**src/rtl/ir_rx_pkg.sv**
```systemverilog
// Shared offsets, bit positions and types for the infrared receive buffer.
// Assumes byte offsets on an 8-bit address and a 32-bit data word.
package ir_rx_pkg;
    localparam logic [7:0] OFS_CTRL   = 8'h00;
    localparam logic [7:0] OFS_RXCTRL = 8'h10;
    localparam logic [7:0] OFS_DATA   = 8'h20;
    localparam logic [7:0] OFS_IEN    = 8'h2C;
    localparam logic [7:0] OFS_STAT   = 8'h30;
    localparam logic [7:0] OFS_SAMP   = 8'h34;

    localparam int BIT_OVF   = 0;
    localparam int BIT_PKT   = 1;
    localparam int BIT_AVAIL = 4;
    localparam int CNT_LSB   = 8;

    typedef struct packed {
        logic avail;
        logic pkt;
        logic ovf;
    } ev_flags_t;
endpackage

```
**src/rtl/ir_rx_byte_fifo.sv**
```systemverilog
// Byte first-in first-out buffer with fill counter.
// Assumes DEPTH is a power of two. A push when full is dropped unless a pop
// frees a slot in the same cycle; a pop when empty does nothing.
module ir_rx_byte_fifo #(
    parameter int DEPTH = 64,
    localparam int AW = $clog2(DEPTH),
    localparam int CW = $clog2(DEPTH + 1)
) (
    input  logic          clk,
    input  logic          rst_n,
    input  logic          push,
    input  logic [7:0]    push_data,
    input  logic          pop,
    output logic [7:0]    head,
    output logic [CW-1:0] count,
    output logic          dropped
);
    localparam logic [CW-1:0] FULL_C = CW'(DEPTH);

    logic [7:0]    mem [DEPTH];
    logic [AW-1:0] wr_ptr, rd_ptr;
    logic          take, put;

    // Decide which requests are honoured this cycle.
    always_comb begin
        take    = pop && (count != '0);
        put     = push && ((count != FULL_C) || take);
        dropped = push && !put;
        head    = (count == '0) ? 8'h00 : mem[rd_ptr];
    end

    // Store an accepted byte.
    always_ff @(posedge clk) begin
        if (put) mem[wr_ptr] <= push_data;
    end

    // Advance pointers and fill count.
    always_ff @(posedge clk) begin
        if (!rst_n) begin
            wr_ptr <= '0;
            rd_ptr <= '0;
            count  <= '0;
        end else begin
            if (put)  wr_ptr <= wr_ptr + 1'b1;
            if (take) rd_ptr <= rd_ptr + 1'b1;
            if (put && !take)      count <= count + 1'b1;
            else if (take && !put) count <= count - 1'b1;
        end
    end

    a_r4_count_bound: assert property (@(posedge clk) disable iff (!rst_n)
        count <= FULL_C);
    a_r5_full_drop_keeps_count: assert property (@(posedge clk) disable iff (!rst_n)
        (push && count == FULL_C && !pop) |=> count == FULL_C);
    a_r6_empty_pop_stays: assert property (@(posedge clk) disable iff (!rst_n)
        (pop && count == '0 && !push) |=> count == '0);
endmodule

```
**src/rtl/ir_rx_status.sv**
```systemverilog
// Sticky event flags with write-one-to-clear and interrupt combining.
// Assumes set conditions win over a clear in the same cycle.
module ir_rx_status #(
    parameter int CW = 7
) (
    input  logic                 clk,
    input  logic                 rst_n,
    input  logic                 drop,
    input  logic                 frame_end,
    input  logic [CW-1:0]        count,
    input  logic [CW-1:0]        level,
    input  ir_rx_pkg::ev_flags_t clr,
    input  ir_rx_pkg::ev_flags_t ien,
    output ir_rx_pkg::ev_flags_t flags,
    output logic                 irq
);
    import ir_rx_pkg::*;

    ev_flags_t set_ev;

    // Collect this cycle's set conditions.
    always_comb begin
        set_ev.ovf   = drop;
        set_ev.pkt   = frame_end;
        set_ev.avail = (count > level);
    end

    // Update sticky flags: clear requested bits, then apply sets.
    always_ff @(posedge clk) begin
        if (!rst_n) flags <= '0;
        else        flags <= (flags & ~clr) | set_ev;
    end

    // Combine enabled flags into one interrupt.
    always_comb irq = |(flags & ien);

    a_r5_ovf_sticky: assert property (@(posedge clk) disable iff (!rst_n)
        drop |=> flags.ovf);
    a_r7_pkt_set: assert property (@(posedge clk) disable iff (!rst_n)
        frame_end |=> flags.pkt);
    a_r8_avail_set: assert property (@(posedge clk) disable iff (!rst_n)
        (count > level) |=> flags.avail);
endmodule

```
**src/rtl/ir_rx_fifo_regs.sv**
```systemverilog
// Register window for the infrared receive buffer: configuration registers,
// data pop, interrupt enables with trigger level, and status.
// Assumes a single-cycle bus: read data is combinational, writes and pops
// take effect at the rising edge.
module ir_rx_fifo_regs #(
    parameter int DEPTH = 64,
    localparam int CW = $clog2(DEPTH + 1)
) (
    input  logic        clk,
    input  logic        rst_n,
    input  logic        bus_wr,
    input  logic        bus_rd,
    input  logic [7:0]  bus_addr,
    input  logic [31:0] bus_wdata,
    output logic [31:0] bus_rdata,
    input  logic        sym_valid,
    input  logic [7:0]  sym_data,
    input  logic        sym_frame_end,
    output logic        cfg_global_en,
    output logic        cfg_rx_en,
    output logic [1:0]  cfg_mode,
    output logic        cfg_invert,
    output logic [5:0]  cfg_noise_thr,
    output logic [7:0]  cfg_idle_thr,
    output logic        irq
);
    import ir_rx_pkg::*;

    logic          gen_q, rxen_q, inv_q;
    logic [1:0]    mode_q;
    logic [5:0]    noise_q;
    logic [7:0]    idle_q;
    ev_flags_t     ien_q, clr, flags;
    logic [CW-1:0] lvl_q, count;
    logic [7:0]    head;
    logic          pop, dropped;

    // Decode pop and status clear strobes.
    always_comb begin
        pop       = bus_rd && (bus_addr == OFS_DATA);
        clr       = '0;
        if (bus_wr && bus_addr == OFS_STAT) begin
            clr.ovf   = bus_wdata[BIT_OVF];
            clr.pkt   = bus_wdata[BIT_PKT];
            clr.avail = bus_wdata[BIT_AVAIL];
        end
    end

    // Configuration and enable registers.
    always_ff @(posedge clk) begin
        if (!rst_n) begin
            gen_q   <= 1'b0;
            rxen_q  <= 1'b0;
            mode_q  <= '0;
            inv_q   <= 1'b0;
            noise_q <= '0;
            idle_q  <= '0;
            ien_q   <= '0;
            lvl_q   <= '0;
        end else if (bus_wr) begin
            case (bus_addr)
                OFS_CTRL: begin
                    gen_q  <= bus_wdata[0];
                    rxen_q <= bus_wdata[1];
                    mode_q <= bus_wdata[5:4];
                end
                OFS_RXCTRL: inv_q <= bus_wdata[2];
                OFS_SAMP: begin
                    noise_q <= bus_wdata[7:2];
                    idle_q  <= bus_wdata[15:8];
                end
                OFS_IEN: begin
                    ien_q.ovf   <= bus_wdata[BIT_OVF];
                    ien_q.pkt   <= bus_wdata[BIT_PKT];
                    ien_q.avail <= bus_wdata[BIT_AVAIL];
                    lvl_q       <= bus_wdata[CNT_LSB +: CW];
                end
                default: ;
            endcase
        end
    end

    // Read data multiplexer.
    always_comb begin
        bus_rdata = '0;
        case (bus_addr)
            OFS_CTRL: begin
                bus_rdata[0]   = gen_q;
                bus_rdata[1]   = rxen_q;
                bus_rdata[5:4] = mode_q;
            end
            OFS_RXCTRL: bus_rdata[2] = inv_q;
            OFS_DATA:   bus_rdata[7:0] = head;
            OFS_IEN: begin
                bus_rdata[BIT_OVF]       = ien_q.ovf;
                bus_rdata[BIT_PKT]       = ien_q.pkt;
                bus_rdata[BIT_AVAIL]     = ien_q.avail;
                bus_rdata[CNT_LSB +: CW] = lvl_q;
            end
            OFS_STAT: begin
                bus_rdata[BIT_OVF]       = flags.ovf;
                bus_rdata[BIT_PKT]       = flags.pkt;
                bus_rdata[BIT_AVAIL]     = flags.avail;
                bus_rdata[CNT_LSB +: CW] = count;
            end
            OFS_SAMP: begin
                bus_rdata[7:2]  = noise_q;
                bus_rdata[15:8] = idle_q;
            end
            default: ;
        endcase
    end

    // Drive configuration outputs.
    always_comb begin
        cfg_global_en = gen_q;
        cfg_rx_en     = rxen_q;
        cfg_mode      = mode_q;
        cfg_invert    = inv_q;
        cfg_noise_thr = noise_q;
        cfg_idle_thr  = idle_q;
    end

    ir_rx_byte_fifo #(.DEPTH(DEPTH)) u_fifo (
        .clk       (clk),
        .rst_n     (rst_n),
        .push      (sym_valid),
        .push_data (sym_data),
        .pop       (pop),
        .head      (head),
        .count     (count),
        .dropped   (dropped)
    );

    ir_rx_status #(.CW(CW)) u_status (
        .clk       (clk),
        .rst_n     (rst_n),
        .drop      (dropped),
        .frame_end (sym_frame_end),
        .count     (count),
        .level     (lvl_q),
        .clr       (clr),
        .ien       (ien_q),
        .flags     (flags),
        .irq       (irq)
    );

    a_r6_empty_read_zero: assert property (@(posedge clk) disable iff (!rst_n)
        (pop && count == '0) |-> bus_rdata == 32'h0);
    a_r2_ctrl_stable_without_write: assert property (@(posedge clk) disable iff (!rst_n)
        !bus_wr |=> $stable(cfg_mode) && $stable(cfg_idle_thr));
endmodule

```
**config.mk**
```make
export PLATFORM = sky130hd
export DESIGN_NAME = ir_rx_fifo_regs
export DESIGN_NICKNAME = d
export VERILOG_FILES = /design/src/rtl/ir_rx_pkg.sv /design/src/rtl/ir_rx_byte_fifo.sv /design/src/rtl/ir_rx_status.sv /design/src/rtl/ir_rx_fifo_regs.sv
export SDC_FILE = /design/constraint.sdc
export NUM_CORES = 1
export LEC_CHECK = 0
export CELL_PAD_IN_SITES_DETAIL_PLACEMENT = 2
export CELL_PAD_IN_SITES_GLOBAL_PLACEMENT = 2
export CORE_ASPECT_RATIO = 2
export CORE_MARGIN = 2
export CORE_UTILIZATION = 35
export CTS_BUF_LIST = sky130_fd_sc_hd__clkbuf_8
export CTS_CLUSTER_SIZE = 8
export DETAILED_ROUTE_END_ITERATION = 7
export PLACE_DENSITY_LB_ADDON = 0.05
export SKIP_LAST_GASP = 1
export SLEW_MARGIN = 20
export SYNTH_ARGS = -nofsm -noshare
export SYNTH_HDL_FRONTEND = slang
export SYNTH_SLANG_ARGS = --single-unit
```
**constraint.sdc**
```tcl
create_clock -name clk -period 4.6 [get_ports clk]
set_clock_uncertainty 0.15 [all_clocks]
set_input_delay 0.46 -clock clk [delete_from_list [all_inputs] [get_ports clk]]
set_output_delay 0.46 -clock clk [all_outputs]
set_load 0.02 [all_outputs]
```
---- After elaboration in Yosys (flattened, before gate mapping) ----
Memories as Yosys holds them, arrays and structs flattened. A register that Yosys moved wholly into a read port is not among the register bits.
Cells that the tools add are included.
word-level totals
  flip-flop bits (word level) ............. 51
  latch bits .............................. 0
  memory bits (writable) .................. 512
  ROM bits ................................ 0
  bits of input ports ..................... 54
  output and inout port bits .............. 52
  word-level logic and storage cells ...... 67
  memories kept ........................... 1
memories
  memory      depth  bits a word  rd ports  clocked after Yosys merged registers in  wr ports  line                   text
  u_fifo.mem  64     8            1         1                                        1         ir_rx_byte_fifo.sv:20  logic [7:0] mem [DEPTH];
cells by class
  add/sub/neg operators ................... 4
  multiply operators ...................... 0
  div/mod/pow operators ................... 0
  order comparisons ....................... 1
  equality and inequality tests ........... 6
  shift operators ......................... 0
  multiplexer cells ....................... 16
  bitwise gates (word level) .............. 4
  reductions and logical operators ........ 19
operators by type and width
  cell                 number
  $eq 8x6->1 const B   4
  $pmux 7 s3           1
  $mux 7               2
  $add 6x1->6 const B  2
  $mux 6               2
  $eq 8x5->1 const B   1
  $logic_not 8->1      1
  $mux 8               1
  $pmux 2 s4           1
  $reduce_and 2->1     4
  $add 7x1->7 const B  1
  $gt 7x7->1           1
  $logic_and 1x1->1    7
  $logic_not 7->1      1
  $ne 7x7->1 const B   1
  $reduce_bool 7->1    1
  $sub 7x1->7 const B  1
  $and 3x3->3          2
  $pmux 1 s3           2
  $pmux 1 s5           1
  $pmux 2 s2           1
  $mux 1               3
  $mux 3               1
  $not 3->3            1
  other kinds (6)      7

---- Depth between registers and ports, before layout ----
  depth in word-level cells ............... 9
  depth in mapped cells ................... 13
  depth with buffers taken out ............ 13

---- By module ----
A second synthesis with hierarchy kept.
unflattened totals
  cell total of the unflattened synthesis .. 1267
  area, all modules ....................... 22943.3 sq um
by module, submodules not included
  module           instances  cells each  area an instance (sq um)  sequential area each (sq um)
  ir_rx_byte_fifo  1          1034        21025.2                   15875.2
  ir_rx_fifo_regs  1          198         1630.3                    580.6
  ir_rx_status     1          35          287.8                     60.1

---- Worst setup path before layout ----
OpenSTA, ideal clock, no wires.
  kind .................................... register to register
  start ................................... reg u_fifo.count[1]
  end ..................................... reg u_fifo.count[6]
  setup time .............................. 76 ps
  data arrival time ....................... 3180 ps
  required time ........................... 4374 ps
  path slack .............................. 1194 ps
  cell stages (with the launch flop) ...... 14
  clock period less this slack ............ 3406 ps
  path through ............................ dfxtp_1 or4_1 nor4_2 nor2_1 inv_1 ha_1 inv_1 ha_1 nor2b_1 o21ai_0 a21oi_1 or3_1 a31o_2 a21boi_0
between the ends
  word-level cells in the longest chain between the ends .. 7
ends and longest elaborated chain
  what                                                 line                   text
  from (decl)                                          ir_rx_byte_fifo.sv:15  output logic [CW-1:0] count,
  from (signal assigned)                               ir_rx_byte_fifo.sv:46  if (put && !take) count <= count + 1'b1;
  from (signal assigned)                               ir_rx_byte_fifo.sv:47  else if (take && !put) count <= count - 1'b1;
  branches (longest 7 deep; another with $sub 7x1->7)  -
Parallel ways; which one is timed is not known. The select of a mux whose other input is x is not followed.
A chain may end at the register's enable or synchronous reset.

==> out/metrics.csv <==
metric;value;unit
status;complete, no violations;
crit_family;compound AO/OA/AOI/OAI gates;
dieArea;0.06805;sq mm
power_frac_comb;5.5;%
vias;12460;
hold_start;sym_data[3];
cts_num_sinks;569;
tns;0;ns
yosysWarnings;0;
finalWirelength;66.20;mm
overflow;0;
maxSlewViolCount;0;
synthDistinctLibCells;64;
power.total;10.01;mW
maxCapViolations;0;
io_pins;106;
slew_headroom;35.23;%
layout-drive-gt1-share;24.13;%
cts_tree;done;
crit_buf_inv;2;
antenna_left;0;
r2r_start;u_fifo.count[1];
fp.coreArea;0.06540;sq mm
final_cells;2426;
cts_buffers;87;
dr.pass1.iters;7;
period_share;95.65;%
io_buffers;73;
gp_congestion;0.7652;
cp_cell_sequence;buf_4, and2_2, a221oi_1, o22ai_1, a2111o_1, nand4_1, clkdlybuf4s50_1;
avgSynthCellArea;17.91;sq um
sw_frac_of_total;23.35;%
min_path_type;in -> reg;
netlist_area;0.02305;sq mm
hpwl;42.96;mm
finalSetupViolCount;0;
period_minus_slack;4.400;ns
slowest_delay;0.66;ns
die_y;366.9;um
grt_pass1_wl;96.97;mm
p_leak;8.475;nW
path_clk_slew;0.06;ns
routedWlPerCell;27.29;um
ys.flop_type;edfxtp_1;
clockPowerShare;37.1;%
drt_iter0_drc;743;
cts_root_buf;clkbuf_8;
crit_path_start_kind;flop;
cts_hold_buf;0;
drcViolationCount;0;
intPower;7.670;mW
power_switching;2.337;mW
yosysSeqAreaShare;71.66;%
cts.htree.levels;3;
cp-end-kind;output port;
crit_type;reg -> out;
clk_latency;0.68;ns
critPathArrivalTime;3.79;ns
initial_core_util;35.24;%
ir_worst_vdd;278.5;uV
synth_seq_cells;569;
row_count;133;
fmax;227.3;MHz
cts_buffer_depth;3;
synth_edf_count;512;
grt_max_degree;65;
cpMaxStageDelayCell;clkdlybuf4s50_1;
grt_pass1_vias;14230;
antenna_found_initial;2;
pwr-share-seq;57.4;%
grt.total_usage;20.08;%
syn_inst;1287;
finalHoldViolations;0;
required;3.99;ns
whs;0.1782;ns
async_flop_share;0;%
crit_fanout;22;
nets;1569;
place_inst;2284;
die_w;185.5;um
rsz0062_at_grt;no;
area_growth;16.55;%
tightest_slew;0.9715;ns
powerDensity;372.5;mW/mm^2
viasPerCell;5.137;
final timing paths:
path,slack [ns],cells after the start,endpoint
worst min register to register,0.34,2,cfg_noise_thr[5]
worst min-delay path,0.18,1,u_fifo.mem[50][3]
worst max register to register,0.69,13,u_fifo.count[6]
worst max-delay path,0.20,7,bus_rdata[3]
layer usage:
metal	vias to the layer above	track usage, %	routed length [um]
met4	2	8.120	2189
met1	6595	24.65	26720
met5	-	0	10
li1	5524	-	-
met2	235	35.17	34980
met3	106	2.879	2301
cell usage in the layout, fill, tap and decap left out, types with 5 or more instances in the layout:
cell             netlist  routed
buf_4                 30     119
buf_2                 10       7
nor2_1                79      78
conb_1                 1      16
o22ai_1                7       7
nand3b_1               8       8
and2_1                16      15
xnor2_1                8       8
a211oi_1               5       5
or3_1                  6       6
clkdlybuf4s50_1        0      64
ha_1                  15      15
a221oi_1               8       8
a22oi_1                6       6
o21ai_0               14      14
buf_12                 0       7
clkinv_1               0       6
inv_1                 24      57
a21boi_0              33      33
nand3_1               28      28
a222oi_1              10      10
nand4_1               15      15
a22o_1                 8       8
dfxtp_1               57      53
a21oi_1               11      11
nand2_1               74      74
edfxtp_1             512     512
nor2b_1               11      11
clkbuf_8               0      90
mux2i_1               57      55
nor3_1                 7       7
mux4_2               123     123
power by group through the flow:
stage	Combinational (mW)	Clock [mW]	Sequential [mW]
global placement	0.533	0	5.85
CTS	0.560	3.87	5.75
detailed placement	0.558	0	5.86
finish	0.548	3.71	5.75
floorplan	0.295	0	5.83
global route	0.616	4.02	5.75
final cells by class:
class                      count  area (sq um)
clock buffer                  90          1239
timing repair buffer         197          1709
sequential                   569         16530
inverter                      25         93.84
clock inverter                46         195.2
tap                          877          1097
fill                        6209         38540
multi-input combinational    619          5992
antenna                        3         7.507
synthesized netlist by cell type (all sizes together), types with 7 or more instances:
cell	instances	area [sq um]
nand3	28	140.1
nand2	74	277.8
nor2	79	296.5
a221oi	8	70.07
inv	25	93.84
a21oi	11	55.05
a22o	8	70.07
ha	15	187.7
a222oi	10	100.1
and2	17	106.4
o22ai	7	43.79
xnor2	8	70.07
clkbuf	36	135.1
nor3	7	35.03
buf	53	387.9
o21ai	14	70.07
edfxtp	512	15370
nand3b	8	60.06
mux4	123	2770
nor2b	11	68.82
dfxtp	57	1141
a21boi	34	255.3
nand4	15	93.84
mux2i	57	570.6
registers in the layout, summed over array words and instances, names as in the netlist, named ones only:
register and cells:
cfg_global_en 1, cfg_idle_thr 8, cfg_invert 1, cfg_mode 2
cfg_noise_thr 6, cfg_rx_en 1, ien_q 3, lvl_q 7
u_fifo.count 7, u_fifo.mem 512, u_fifo.rd_ptr 6, u_fifo.wr_ptr 6
u_status.flags 3
repair_timing:
action,CTS,global route
endpoints found under the setup margin,3,0
resized for setup,4,0
setup buffers,3,0
logic make-up (layout without fill, tap and decap cells):
| family | count (synthesis) | in the layout | synth area share [%] |
|---|---|---|---|
| other | 1 | 19 | 0.01627 |
| DFF | 569 | 569 | 71.66 |
| muxes | 182 | 182 | 14.59 |
| AOI/OAI and AO/OA | 126 | 126 | 4.082 |
| xor gates and xnor gates | 12 | 12 | 0.4560 |
| adders and majority gates | 16 | 16 | 0.9011 |
| and+or+nand+nor | 267 | 267 | 5.619 |
| buffers and inverters | 114 | 358 | 2.676 |
metrics by stage:
step / instance area [sq um] / utilization, % / setup slack [ns]
global route: 26860 / 41.07 / 0.05343
global placement: 25360 / 38.78 / 0.2596
floorplan: 23100 / - / 1.194
detailed placement: 25360 / 38.78 / 0.1077
finish: 26860 / 41.07 / 0.2001
CTS: 26850 / 41.05 / 0.08595
Note: power is estimated with default switching activity, not from simulation.
